[src/rtl/word_alu_pkg.sv]
package word_alu_pkg;
   typedef enum logic [3:0] {
      OP_EXT  = 4'h0,
      OP_MOVE = 4'h1,
      OP_ADD  = 4'h2,
      OP_SUB  = 4'h3,
      OP_MUL  = 4'h4,
      OP_DIV  = 4'h5,
      OP_REM  = 4'h6,
      OP_SHL  = 4'h7,
      OP_SHR  = 4'h8,
      OP_AND  = 4'h9,
      OP_OR   = 4'hA,
      OP_XOR  = 4'hB,
      OP_TEQ  = 4'hC,
      OP_TNE  = 4'hD,
      OP_TGT  = 4'hE,
      OP_TBIT = 4'hF
   } alu_op_e;

   localparam int OP_BITS = 4;
endpackage

[src/rtl/word_alu_addsub.sv]
module word_alu_addsub #(
   parameter int W = 16
) (
   input  logic [W-1:0] a,
   input  logic [W-1:0] b,
   output logic [W-1:0] sum_o,
   output logic [W-1:0] sum_ovf_o,
   output logic [W-1:0] diff_o,
   output logic [W-1:0] diff_ovf_o
);
   logic [W:0] wide_sum;
   logic       borrow;

   assign wide_sum   = {1'b0, a} + {1'b0, b};
   assign sum_o      = wide_sum[W-1:0];
   assign sum_ovf_o  = {{(W-1){1'b0}}, wide_sum[W]};
   assign borrow     = (b > a);
   assign diff_o     = a - b;
   assign diff_ovf_o = {W{borrow}};
endmodule

[src/rtl/word_alu_muldiv.sv]
module word_alu_muldiv #(
   parameter int W = 16
) (
   input  logic [W-1:0] a,
   input  logic [W-1:0] b,
   output logic [W-1:0] prod_lo_o,
   output logic [W-1:0] prod_hi_o,
   output logic [W-1:0] quot_o,
   output logic [W-1:0] frac_o,
   output logic [W-1:0] rem_o
);
   localparam int DW = 2 * W;

   logic [DW-1:0] product;
   logic          div_zero;
   logic [W-1:0]  safe_b;
   logic [DW-1:0] frac_wide;
   logic [W-1:0]  raw_quot;
   logic [W-1:0]  raw_rem;

   assign product   = {{W{1'b0}}, a} * {{W{1'b0}}, b};
   assign prod_lo_o = product[W-1:0];
   assign prod_hi_o = product[DW-1:W];

   // A zero divisor is replaced before dividing; the outputs are then forced to zero.
   assign div_zero  = (b == '0);
   assign safe_b    = div_zero ? {{(W-1){1'b0}}, 1'b1} : b;
   assign raw_quot  = a / safe_b;
   assign raw_rem   = a % safe_b;
   assign frac_wide = {a, {W{1'b0}}} / {{W{1'b0}}, safe_b};

   assign quot_o = div_zero ? '0 : raw_quot;
   assign frac_o = div_zero ? '0 : frac_wide[W-1:0];
   assign rem_o  = div_zero ? '0 : raw_rem;
endmodule

[src/rtl/word_alu_shift.sv]
module word_alu_shift #(
   parameter int W      = 16,
   parameter bit LEFT   = 1'b1,
   parameter bit BARREL = 1'b1
) (
   input  logic [W-1:0] val,
   input  logic [W-1:0] amt,
   output logic [W-1:0] main_o,
   output logic [W-1:0] spill_o
);
   localparam int DW = 2 * W;
   localparam int LG = $clog2(DW);

   logic [DW-1:0] start;
   logic [DW-1:0] shifted;
   logic [DW-1:0] fin;
   logic [LG-1:0] sa;
   logic          too_far;

   // Left: value sits in the low half; right: value sits in the high half.
   assign start   = LEFT ? {{W{1'b0}}, val} : {val, {W{1'b0}}};
   assign too_far = (amt >= W'(DW));
   assign sa      = amt[LG-1:0];

   generate
      if (BARREL) begin : g_barrel
         logic [DW-1:0] stg [LG+1];
         assign stg[0] = start;
         for (genvar k = 0; k < LG; k++) begin : g_stage
            if (LEFT) begin : g_l
               assign stg[k+1] = sa[k] ? (stg[k] << (1 << k)) : stg[k];
            end else begin : g_r
               assign stg[k+1] = sa[k] ? (stg[k] >> (1 << k)) : stg[k];
            end
         end
         assign shifted = stg[LG];
      end else begin : g_operator
         if (LEFT) begin : g_l
            assign shifted = start << sa;
         end else begin : g_r
            assign shifted = start >> sa;
         end
      end
   endgenerate

   assign fin     = too_far ? '0 : shifted;
   assign main_o  = LEFT ? fin[W-1:0] : fin[DW-1:W];
   assign spill_o = LEFT ? fin[DW-1:W] : fin[W-1:0];
endmodule

[src/rtl/word_alu_test.sv]
module word_alu_test #(
   parameter int W = 16
) (
   input  logic [1:0]   sel,
   input  logic [W-1:0] a,
   input  logic [W-1:0] b,
   output logic         hit_o
);
   always_comb begin
      unique case (sel)
         2'd0:    hit_o = (a == b);
         2'd1:    hit_o = (a != b);
         2'd2:    hit_o = (a > b);
         default: hit_o = ((a & b) != '0);
      endcase
   end
endmodule

[src/rtl/word_alu.sv]
module word_alu
   import word_alu_pkg::*;
#(
   parameter int W      = 16,
   parameter bit BARREL = 1'b1
) (
   input  logic [OP_BITS-1:0] op,
   input  logic [W-1:0]       a,
   input  logic [W-1:0]       b,
   output logic [W-1:0]       result,
   output logic [W-1:0]       ovf_out,
   output logic               ovf_we,
   output logic               cond
);
   generate
      if (W < 4) begin : g_bad_width
         $error("word_alu: W must be at least 4");
      end
   endgenerate

   logic [W-1:0] sum_w, sum_ovf, diff_w, diff_ovf;
   logic [W-1:0] prod_lo, prod_hi, quot_w, frac_w, rem_w;
   logic [W-1:0] shl_w, shl_ovf, shr_w, shr_ovf;
   logic         test_hit;
   alu_op_e      opc;

   assign opc = alu_op_e'(op);

   word_alu_addsub #(.W(W)) u_addsub (
      .a(a), .b(b),
      .sum_o(sum_w), .sum_ovf_o(sum_ovf),
      .diff_o(diff_w), .diff_ovf_o(diff_ovf)
   );

   word_alu_muldiv #(.W(W)) u_muldiv (
      .a(a), .b(b),
      .prod_lo_o(prod_lo), .prod_hi_o(prod_hi),
      .quot_o(quot_w), .frac_o(frac_w), .rem_o(rem_w)
   );

   word_alu_shift #(.W(W), .LEFT(1'b1), .BARREL(BARREL)) u_shl (
      .val(a), .amt(b), .main_o(shl_w), .spill_o(shl_ovf)
   );

   word_alu_shift #(.W(W), .LEFT(1'b0), .BARREL(BARREL)) u_shr (
      .val(a), .amt(b), .main_o(shr_w), .spill_o(shr_ovf)
   );

   word_alu_test #(.W(W)) u_test (
      .sel(op[1:0]), .a(a), .b(b), .hit_o(test_hit)
   );

   always_comb begin
      result  = '0;
      ovf_out = '0;
      ovf_we  = 1'b0;
      cond    = 1'b0;
      unique case (opc)
         OP_EXT:  result = '0;
         OP_MOVE: result = b;
         OP_ADD:  begin result = sum_w;   ovf_out = sum_ovf;  ovf_we = 1'b1; end
         OP_SUB:  begin result = diff_w;  ovf_out = diff_ovf; ovf_we = 1'b1; end
         OP_MUL:  begin result = prod_lo; ovf_out = prod_hi;  ovf_we = 1'b1; end
         OP_DIV:  begin result = quot_w;  ovf_out = frac_w;   ovf_we = 1'b1; end
         OP_REM:  result = rem_w;
         OP_SHL:  begin result = shl_w;   ovf_out = shl_ovf;  ovf_we = 1'b1; end
         OP_SHR:  begin result = shr_w;   ovf_out = shr_ovf;  ovf_we = 1'b1; end
         OP_AND:  result = a & b;
         OP_OR:   result = a | b;
         OP_XOR:  result = a ^ b;
         default: begin result = a; cond = test_hit; end
      endcase
   end
endmodule

[config.mk]
export PLATFORM = sky130hd
export DESIGN_NAME = word_alu
export DESIGN_NICKNAME = d
export VERILOG_FILES = /design/src/rtl/word_alu_pkg.sv /design/src/rtl/word_alu_addsub.sv /design/src/rtl/word_alu_muldiv.sv /design/src/rtl/word_alu_shift.sv /design/src/rtl/word_alu_test.sv /design/src/rtl/word_alu.sv
export SDC_FILE = /design/constraint.sdc
export NUM_CORES = 2
export LEC_CHECK = 0
export ABC_AREA = 1
export CELL_PAD_IN_SITES_DETAIL_PLACEMENT = 0
export CELL_PAD_IN_SITES_GLOBAL_PLACEMENT = 1
export CORE_MARGIN = 5
export CORE_UTILIZATION = 52
export DETAILED_ROUTE_END_ITERATION = 6
export PLACE_DENSITY_LB_ADDON = 0.1
export SLEW_MARGIN = 10
export SYNTH_ARGS = -nofsm -noshare
export SYNTH_HDL_FRONTEND = slang
export SYNTH_SLANG_ARGS = --single-unit
export TNS_END_PERCENT = 1
[constraint.sdc]
create_clock -name vclk -period 285.7
set_input_delay 57.14 -clock vclk [all_inputs]
set_output_delay 57.14 -clock vclk [all_outputs]
set_load 0.01 [all_outputs]
==> metrics <==
Iteration-0 DRC Markers 4158; DIE WIDTH 303 microns; synth cell count leaders nand2_1, inv_1, ha_1; endpoints failing hold 0; Clock buffer cells 0; vias in the first global route 45100; unrepaired setup endpoints after global routing false; Synth top area share 18.0%; M2 GR Usage 61.3%; largest net degree at the start of global routing 53; global-route wire length before repair 263 mm; worst-margin pin slew 1.30 ns; Layout Utilization 53.9%; die area 0.0919 sq mm; Setup WS pre-CTS 94.36 ns; io pins 70; Setup violations, final 0; M3 GR Usage 5.24%; hold worst-path end cond; final global-route overflow total 0; initial antenna violation count 10; most used cell, CP nand2_1; worst path bufs/invs 73; status finished clean; Core Region 0.0853 sq mm; fill count 8969; worst-path maximum fanout 36; HP Start op[1]; NumNets Final 8087; Final Cycle Share 67.4%; slowest CP cell a21oi_2; CP arrival 135.35 ns; Area contributors post-synth ha_1, nand2_1, inv_1, fa_1, o21ai_0; Final Wtd Congestion 1.07; row count 107; cts hold-fix bufs 0; via/cell ratio 5.83; sum of negative setup slack 0 ns; CP Launch Type input port; Post-route DRC 0; cell count after placement 8351; Starting Density 52.4%; Area Growth Syn to Fin 2.90%; CP delay by family, top simple AND/OR/NAND/NOR gates; input/output buffers 70; Hold Path Class input port to primary output; Mapped Nets 8140; Slew Viols, Final 0; register area 0 sq um; Setup crit end kind primary output; Initial DRT Pass Iterations 6; post-route ant nets 0; Most Used Layer, Global Route met2; postcts setup bufs 0; GRT met1 Usage 46.5%; Worst path max stage delay 0.67 ns; setup ws final 93.21 ns; post_cts resized 0; Yosys cell types 90; f_max 5.20 MHz; syn avg cell area 6.15 sq um; min Tclk post-route 192.49 ns; share of post-route cells with drive strength above 1 7.38%; Worst Hold Depth 4; Cell Area, Synth 0.0447 sq mm; Worst EP required 228.56 ns; Max-Cap Viols 0; Post-Syn Instances 7262; synth warn 0; register area share after synthesis 0%; HPWL after DPL 145 mm; total wire length 177 mm; Layout Cells excl Fill 8353; chip height 303 microns; cell with the most instances after synthesis nand2_1; Worst slew margin 12.4%; Avg WL per Cell 21.2 microns; Via Count 48700; All-Layer GR Usage 36.8%; FFs & Latches 0; worst setup path category input port to primary output; most area-hungry cell type in the Yosys netlist ha_1
placed cells by master (no fill, tap or decap), types with 23 or more instances in the layout:
master / count
nand2_4: 48
clkdlybuf4s50_1: 66
nand3_2: 52
o21ai_0: 580
fa_1: 198
o22ai_1: 27
nand3_1: 368
xor2_1: 182
nor3_1: 70
nor2_4: 33
nor2_1: 447
nand4_1: 93
a31oi_1: 24
buf_4: 82
or2_2: 43
nand2_2: 122
inv_2: 26
a211oi_1: 23
ha_1: 644
o21ai_2: 24
nor2_2: 35
xnor2_1: 233
o21bai_1: 47
a21oi_1: 471
nand2_1: 1768
o21ai_1: 26
inv_1: 1125
o211ai_1: 28
a21o_1: 49
cells by family after synthesis:
kind of cell / synth area share, %
simple gates: 32.7
compound gates: 18.9
buf+inv: 13.3
fa+ha+maj: 26.9
xor+xnor: 8.13
mux: 0.0896
worst max-delay path by stage:
stage	start	to	slack, ns	cells after the start
after floorplan	b[1]	ovf_out[0]	101.45	548
after global placement	b[14]	ovf_out[0]	96.61	508
after detailed placement	b[11]	ovf_out[0]	94.36	506
after CTS	b[11]	ovf_out[0]	94.10	506
after global routing	b[11]	ovf_out[0]	84.27	514
final	b[11]	ovf_out[0]	93.21	508
through the flow:
stage | hold WS (ns) | cell area [sq um]
4_1_cts | 115.50 | 46000
3_5_place_dp | 115.50 | 46000
2_1_floorplan | 114.41 | 44700
6_report | 115.50 | 46000
3_3_place_gp | 115.50 | 46000
5_1_grt | 115.51 | 46000
metal layers:
layer	share of wire (%)	vias up
met1	41	22600
met2	45	1937
li1	-	23700
met5	0.031	-
met4	6.6	8
met3	8.1	506
cell type report:
| cell class | count | area, sq um | share of cell area [%] |
|---|---|---|---|
| Multi-Input combinational cell | 5880 | 38800 | 84.3 |
| Tap cell | 1144 | 1430 | 3.11 |
| Inverter | 1175 | 4500 | 9.78 |
| Antenna cell | 2 | 5.00 | 0.0109 |
| Timing Repair Buffer | 152 | 1300 | 2.82 |
tightest hold or removal path, cell delays in order:
cell	delay [ns]
clkdlybuf4s50_1	0.48
nand2_1	0.10
a21oi_1	0.13
clkdlybuf4s50_1	0.51
Power is left out: the tool's default activity adds up to more than one toggle a clock period on the data nets, which glitch-free logic cannot reach.
